--- src/rtl/swc_pkg.sv ---
package swc_pkg;
  typedef enum logic [2:0] {
    ST_IDLE    = 3'd0,
    ST_WRITE   = 3'd1,
    ST_VERIFY  = 3'd2,
    ST_REPLICA = 3'd3,
    ST_DONE    = 3'd4
  } swc_state_e;
endpackage

--- src/rtl/swc_verify.sv ---
module swc_verify #(
  parameter int DW  = 8,
  parameter int TMO = 8
) (
  input  logic          clk_i,
  input  logic          rst_ni,
  input  logic          active_i,
  input  logic [DW-1:0] rdata_i,
  input  logic [DW-1:0] expect_i,
  output logic          match_o,
  output logic          expire_o
);
  localparam int CW = (TMO > 1) ? $clog2(TMO) : 1;
  localparam logic [CW-1:0] LAST = CW'(TMO - 1);

  logic [CW-1:0] cnt_q;

  assign match_o  = active_i && (rdata_i == expect_i);
  assign expire_o = active_i && !match_o && (cnt_q == LAST);

  always_ff @(posedge clk_i or negedge rst_ni) begin
    if (!rst_ni)              cnt_q <= '0;
    else if (!active_i)       cnt_q <= '0;
    else if (cnt_q != LAST)   cnt_q <= cnt_q + 1'b1;
  end

  // timeout must take the sequencer out of verify
  p_expire_exits_r6: assert property (@(posedge clk_i) disable iff (!rst_ni)
    expire_o |=> !active_i);
  // a match ends verify as well
  p_match_exits_r4: assert property (@(posedge clk_i) disable iff (!rst_ni)
    match_o |=> !active_i);
endmodule

--- src/rtl/swc_delay.sv ---
module swc_delay #(
  parameter int DLY = 1
) (
  input  logic clk_i,
  input  logic rst_ni,
  input  logic active_i,
  output logic expire_o
);
  generate
    if (DLY <= 1) begin : g_single
      assign expire_o = active_i;
    end else begin : g_count
      localparam int CW = $clog2(DLY);
      localparam logic [CW-1:0] LAST = CW'(DLY - 1);
      logic [CW-1:0] cnt_q;
      always_ff @(posedge clk_i or negedge rst_ni) begin
        if (!rst_ni)         cnt_q <= '0;
        else if (!active_i)  cnt_q <= '0;
        else if (cnt_q != LAST) cnt_q <= cnt_q + 1'b1;
      end
      assign expire_o = active_i && (cnt_q == LAST);
    end
  endgenerate

  p_guard_exits_r4: assert property (@(posedge clk_i) disable iff (!rst_ni)
    expire_o |=> !active_i);
endmodule

--- src/rtl/swc_wr_ctrl.sv ---
module swc_wr_ctrl
  import swc_pkg::*;
#(
  parameter int AW      = 4,
  parameter int DW      = 8,
  parameter int REP_CYC = 1,
  parameter int TMO_CYC = 8
) (
  input  logic          clk_i,
  input  logic          rst_ni,
  input  logic          req_i,
  input  logic [AW-1:0] addr_i,
  input  logic [DW-1:0] wdata_i,
  output logic          stall_o,
  output logic          done_o,
  output logic          err_o,
  output logic          mem_we_o,
  output logic          mem_re_o,
  output logic [AW-1:0] mem_addr_o,
  output logic [DW-1:0] mem_wdata_o,
  input  logic [DW-1:0] mem_rdata_i
);
  localparam bit HAS_GUARD = (REP_CYC > 0);

  swc_state_e    state_q, state_d;
  logic [AW-1:0] addr_q;
  logic [DW-1:0] wdata_q;
  logic          err_q;
  logic          accept;
  logic          in_verify, in_guard;
  logic          match, tmo, guard_end;

  assign in_verify = (state_q == ST_VERIFY);
  assign in_guard  = (state_q == ST_REPLICA);
  assign accept    = req_i && !stall_o;

  swc_verify #(.DW(DW), .TMO(TMO_CYC)) u_verify (
    .clk_i    (clk_i),
    .rst_ni   (rst_ni),
    .active_i (in_verify),
    .rdata_i  (mem_rdata_i),
    .expect_i (wdata_q),
    .match_o  (match),
    .expire_o (tmo)
  );

  swc_delay #(.DLY(REP_CYC)) u_guard (
    .clk_i    (clk_i),
    .rst_ni   (rst_ni),
    .active_i (in_guard),
    .expire_o (guard_end)
  );

  always_comb begin
    state_d = state_q;
    unique case (state_q)
      ST_IDLE:    if (accept) state_d = ST_WRITE;
      ST_WRITE:   state_d = ST_VERIFY;
      ST_VERIFY: begin
        if (match)    state_d = HAS_GUARD ? ST_REPLICA : ST_DONE;
        else if (tmo) state_d = ST_IDLE;
      end
      ST_REPLICA: if (guard_end) state_d = ST_DONE;
      ST_DONE:    state_d = accept ? ST_WRITE : ST_IDLE;
      default:    state_d = ST_IDLE;
    endcase
  end

  always_ff @(posedge clk_i or negedge rst_ni) begin
    if (!rst_ni) begin
      state_q <= ST_IDLE;
      addr_q  <= '0;
      wdata_q <= '0;
      err_q   <= 1'b0;
    end else begin
      state_q <= state_d;
      if (accept) begin
        addr_q  <= addr_i;
        wdata_q <= wdata_i;
        err_q   <= 1'b0;
      end else if (tmo) begin
        err_q   <= 1'b1;
      end
    end
  end

  assign stall_o     = (state_q == ST_WRITE) || in_verify || in_guard;
  assign done_o      = (state_q == ST_DONE);
  assign err_o       = err_q;
  assign mem_we_o    = (state_q == ST_WRITE);
  assign mem_re_o    = in_verify;
  assign mem_addr_o  = addr_q;
  assign mem_wdata_o = wdata_q;

  p_we_after_accept_r2: assert property (@(posedge clk_i) disable iff (!rst_ni)
    accept |=> mem_we_o);
  p_we_single_r2: assert property (@(posedge clk_i) disable iff (!rst_ni)
    mem_we_o |=> !mem_we_o);
  p_we_re_apart_r3: assert property (@(posedge clk_i) disable iff (!rst_ni)
    !(mem_we_o && mem_re_o));
  p_read_addr_held_r3: assert property (@(posedge clk_i) disable iff (!rst_ni)
    mem_re_o |-> (mem_addr_o == $past(mem_addr_o)));
  p_done_pulse_r5: assert property (@(posedge clk_i) disable iff (!rst_ni)
    done_o |=> !done_o);
  p_done_unstalled_r5: assert property (@(posedge clk_i) disable iff (!rst_ni)
    done_o |-> !stall_o);
  p_err_no_done_r6: assert property (@(posedge clk_i) disable iff (!rst_ni)
    $rose(err_o) |-> (!done_o && !stall_o));
  p_err_cleared_r7: assert property (@(posedge clk_i) disable iff (!rst_ni)
    (err_o && accept) |=> !err_o);
  p_we_needs_accept_r8: assert property (@(posedge clk_i) disable iff (!rst_ni)
    mem_we_o |-> $past(req_i && !stall_o));
endmodule

--- config.mk ---
export PLATFORM = sky130hd
export DESIGN_NAME = swc_wr_ctrl
export DESIGN_NICKNAME = d
export VERILOG_FILES = /design/src/rtl/swc_pkg.sv /design/src/rtl/swc_verify.sv /design/src/rtl/swc_delay.sv /design/src/rtl/swc_wr_ctrl.sv
export SDC_FILE = /design/constraint.sdc
export NUM_CORES = 1
export LEC_CHECK = 0
export ABC_CLOCK_PERIOD_IN_PS = 1370
export CAP_MARGIN = 20
export CORE_ASPECT_RATIO = 1.2
export CORE_MARGIN = 3
export CORE_UTILIZATION = 30
export DETAILED_ROUTE_END_ITERATION = 16
export RECOVER_POWER = 100
export SLEW_MARGIN = 20
export SYNTH_ARGS = -nofsm -noshare
export SYNTH_HDL_FRONTEND = slang
export SYNTH_SLANG_ARGS = --single-unit
--- constraint.sdc ---
create_clock -name clk_i -period 1.37 [get_ports clk_i]
set_input_delay 0.137 -clock clk_i [delete_from_list [all_inputs] [get_ports clk_i]]
set_output_delay 0.137 -clock clk_i [all_outputs]
set_load 0.05 [all_outputs]
# Word-level counts from Yosys, hierarchy flattened
# Cells that the tools add are included.
# word_totals
reg_bits,19
word_cells,36
# classes
mux,9
n_eq_ne,10
n_addsub,1
n_reduce_logical,11
# op_table
operator,count
two-way mux 3 bit,5
one-hot mux 3 bit (5 select lines),1
== test 8 bit,1
== test 3 x 2 -> 1 bit (second input constant),2
== test 3 bit (second input constant),2
logical AND 1 bit,4
adder 3 x 1 -> 3 bit (second input constant),1
== test 3 x 1 -> 1 bit (second input constant),1
zero test 3 bit,1
two-way mux 1 bit,3
inequality test 3 x 1 -> 1 bit (second input constant),1
inequality test 3 bit (second input constant),1
zero test 1 bit,2
logical OR 1 bit,2
inequality test 2 x 1 -> 1 bit (second input constant),1
inequality test 2 bit (second input constant),1
AND reduction 2 bit,1
nonzero test 2 bit,1

# Longest topological paths before layout
# depth
depth_word,8
ltp_mapped,5

# By module
# A second synthesis with hierarchy kept.
# hier_totals
hier_cells,72
hier_area_um2,967.2
# modules_own_cells
module,area_each_um2,seq_area_each_um2,cells_each,instances
swc_wr_ctrl,714.4,400.4,47,1
swc_verify,245.2,75.1,24,1
swc_delay,7.5,0.0,1,1

# Worst setup path before layout
# No wires, ideal clock.
# synth_timing
path_type,register to register
from,register state_q[2]
to,register state_q[1]
required_time_ns,1.286
t_arrival_ns,1.959
stages_incl_launch_ff,4
n_path_buf,0
setup_slack_ns,-0.673
cell_sequence,dfrtp_1 > nor3b_1 > inv_1 > a31oi_1
# synth_via
elab_chain_len,7
word_cells_on_any_way,18
# synth_lines
element,line_no,text
"start, declared",swc_wr_ctrl.sv:25,"swc_state_e state_q, state_d;"
"start signal, assigned",swc_wr_ctrl.sv:76,state_q <= state_d;
== test 3 x 1 -> 1 bit (*),--,
via mem_we_o,swc_wr_ctrl.sv:17,"output logic mem_we_o,"
logical OR 1 bit (2 in a row),swc_wr_ctrl.sv:87,assign stall_o = (state_q == ST_WRITE) || in_verify || in_guard;
zero test 1 bit,swc_wr_ctrl.sv:35,assign accept = req_i && !stall_o;
logical AND 1 bit,swc_wr_ctrl.sv:35,
inequality test 2 bit (no line),--,
AND reduction 2 bit (no line),--,
# Mark *: on every way through the listed nets, which the timed path passes. The rest lies on a longest branch.
# A chain may end at the register's enable or synchronous reset.

# Worst setup path in the final report
# layout_timing
from,register state_q[1]
to,output port mem_we_o
# layout_via
elab_chain_len,1
# layout_lines
element,line_no,text
== test 3 x 1 -> 1 bit,swc_wr_ctrl.sv:90,assign mem_we_o = (state_q == ST_WRITE);
"end, declared",swc_wr_ctrl.sv:17,
# No other way between the ends.

==> out/qor.yml <==
synth:
  synth-seq-area-share_pct: 54.3
  syn_area_sq_um: 876
  syn_nets: 92
  synth-seq-cells: 19
  number_of_unique_standard_cell_types_used_by_synthesis: 19
  ys.warnings.count: 0
  avgSynthCellArea_sq_um: 13.1
  yosysTopAreaCell: "dfrtp_1"
  synth_largest_type_area_fraction_pct: 54.3
  synth_top_cells_by_area: "dfrtp_1 54%, mux2_2 15%, xor2_1 9.0%, ha_1 2.9%, nor4_2 2.9%"
  synthCells: 67
routing:
  detailroute.via_count: 705
  detail_route.vias_per_cell: 4.61
  routed_wire_length_per_instance_um: 13.6
  drcViolationCount: 0
  wirelength_mm: 2.08
  dr.first_iter.drc_count: 4
  ant_nets: 0
  number_of_detailed_route_iterations_in_the_first_pass: 6
timing:
  min_period_over_period_pct: 103
  final_period_minus_worst_setup_slack_ps: 1410
  report.final.slew_viol_count: 0
  worst-slew-pin-transition_ps: 503
  fin_skew_ps: 3.50
  timing.slew.headroom_pct: 66.5
  timing.fmax_ghz: 0.710
  setup_viol: 2
  final_critical_path_setup_slack_ps: -38.4
  rsz0062_at_grt: "yes"
  worst_hold_margin_ps: 326
  finalHoldViolations: 0
layout:
  drive_gt1_share_pct: 53.3
  num-nets-final: 146
  area_growth_syn_to_layout_pct: 87.4
  layout_common_cells: "21 x clkdlybuf4s50_1, 18 x buf_12, 12 x mux2_2"
  final_design_area_no_fill_sq_mm: 0.00164
  mostFrequentLayoutCell: "clkdlybuf4s50_1"
  number_of_antenna_diodes: 0
clock_tree:
  cts_num_sinks: 19
  cts-hold-fix-buffers: 0
  clk_latency_ps: 290
  htreeDepth: 1
  clk_pin_slew_ps: 110
  clock_root_cell: "clkbuf_4"
  clk_path_buf_depth: 2
  tritoncts_clock_tree: "done"
  numCtsBuffers: 3
global_route:
  grt_max_degree: 20
  grt.total_usage_pct: 12.6
  grt_first_pass_wirelength_mm: 3.61
  grt_antenna_before_repair: 0
  grt_pass1_vias: 803
  grt-ovfl-total: 0
critical_path:
  worst_setup_path_end_kind: "output pin"
  crit_path_cell_chain: "buf_6, nor3b_4, buf_12"
  crit_path_max_fanout: 3
  crit_path_start_kind: "flop"
  worst_path_slowest_cell: "dfrtp_1"
  timing.critical_path.arrival_ps: 1270
  required_ps: 1230
  worst-path-buf-inv: 2
  critical_path_class: "flop to output pin"
  max_stage_delay_ps: 440
  timing.critical_path.max_delay_family: "flip-flops"
placement:
  place.gp.congestion: 0.658
  placedInstanceArea_sq_mm: 0.00155
  place.detailed.hpwl_mm: 1.59
  place.port_buffers: 39
outcome:
  outcome: "finished with violations"
  violations: "negative setup slack"
hold_path:
  min_path_type: "primary input to async pin"
job:
  maxCapViolations: 0
floorplanning:
  die_width_um: 55.3
  die_area_sq_mm: 0.00361
  initial_core_util_pct: 33.0
  fp.dieH_um: 65.2
  core_area_sq_mm: 0.00265
  io_pins: 40
  floorplan.rows: 20
power_and_ir_drop:
  power_switching_share_pct: 42.8
  vdd_ir_drop_max_uv: 1440
  clkPwrFrac_pct: 6.7
  p_per_area_mw_per_mm2: 2580
  cellInternalPower_uw: 2430
  power.net_switching_uw: 1820
  seq_power_share_pct: 25.1
  comb_power_share_pct: 68.2
  p_leak_uw: 0.000720
[registers in the layout (all words and copies together) (netlist names)]
name	flops
mem_wdata_o	8
mem_addr_o	4
u_verify.cnt_q	3
err_o	1
state_q	3
[layout make-up]
| cell class | instances | area [sq um] |
|---|---|---|
| Inverter | 2 | 7.51 |
| Clock buffer | 4 | 26.3 |
| Fill cell | 232 | 1010 |
| Sequential cell | 19 | 487 |
| Tap cell | 33 | 41.3 |
| Timing Repair Buffer | 51 | 668 |
| Multi-Input combinational cell | 44 | 412 |
[cells by family (layout without fill, tap and decap cells)]
| kind of cell | count (synthesis) | after routing | synth area share (%) |
|---|---|---|---|
| fa+ha+maj | 2 | 2 | 2.86 |
| buf+inv | 4 | 57 | 2.57 |
| simple gates | 15 | 15 | 10.0 |
| compound gates | 4 | 4 | 3.57 |
| mux | 14 | 14 | 17.7 |
| flops | 19 | 19 | 54.3 |
| xor+xnor | 9 | 9 | 9.00 |
[timing repair]
item / 4_1_cts / 5_1_grt
setup buffers: 2 / 3
resized for setup: 4 / 7
pin swaps: 1 / 4
setup endpoints to repair: 3 / 4
[metrics by stage]
step	setup TNS (ps)	power (uW)	worst slack, ps	utilization [%]	cells
floorplan	-30.6	2370	-30.6	-	67
global placement	-99.2	3770	-99.2	58.3	144
detailed placement	-135	3820	-115	58.3	144
CTS	-36.2	4170	-13.8	60.2	150
global route	-392	4460	-98.6	61.9	153
finish	-38.6	4240	-38.4	61.9	153
[path summary, 6_finish.rpt]
| check | from | to | slack (ps) | cells after the start |
|---|---|---|---|---|
| max in group asynchronous | rst_ni | mem_wdata_o[5]$_DFFE_PN0P_ | 680 | 2 |
| max | state_q[1]$_DFFE_PN0P_ | mem_we_o | -40 | 3 |
| min | rst_ni | err_o$_DFFE_PN0P_ | 330 | 2 |
| min reg2reg | u_verify.cnt_q[1]$_DFFE_PN0P_ | u_verify.cnt_q[1]$_DFFE_PN0P_ | 540 | 2 |
| max reg2reg | state_q[2]$_DFFE_PN0P_ | mem_wdata_o[4]$_DFFE_PN0P_ | 30 | 4 |
| min in group clk_i | wdata_i[5] | mem_wdata_o[5]$_DFFE_PN0P_ | 450 | 2 |
[Yosys cell counts]
master,instances
nor2_2,1
and2_1,1
a31oi_1,1
o21ai_2,1
buf_6,1
xor2_1,9
clkbuf_1,1
nor3b_1,1
nor4_2,2
mux2_2,12
inv_1,2
nor2_1,6
nand2_1,3
mux2i_1,2
o21ai_0,1
dfrtp_1,19
and3b_1,1
ha_1,2
a32o_2,1
[power by group through the flow]
stage | clock, uW | combinational, uW | sequential [uW]
floorplan | 0 | 723 | 1650
global placement | 0 | 2720 | 1050
detailed placement | 0 | 2750 | 1070
CTS | 299 | 2810 | 1060
global route | 318 | 3040 | 1100
finish | 285 | 2890 | 1060
[routing by layer]
metal	wire, um	global-route usage, %	up-vias
met5	0	0	-
met4	0	3.65	0
met3	226	6.48	0
met2	1080	22.0	30
met1	771	13.2	342
li1	-	-	333
Power figures use the tool's default switching activity.
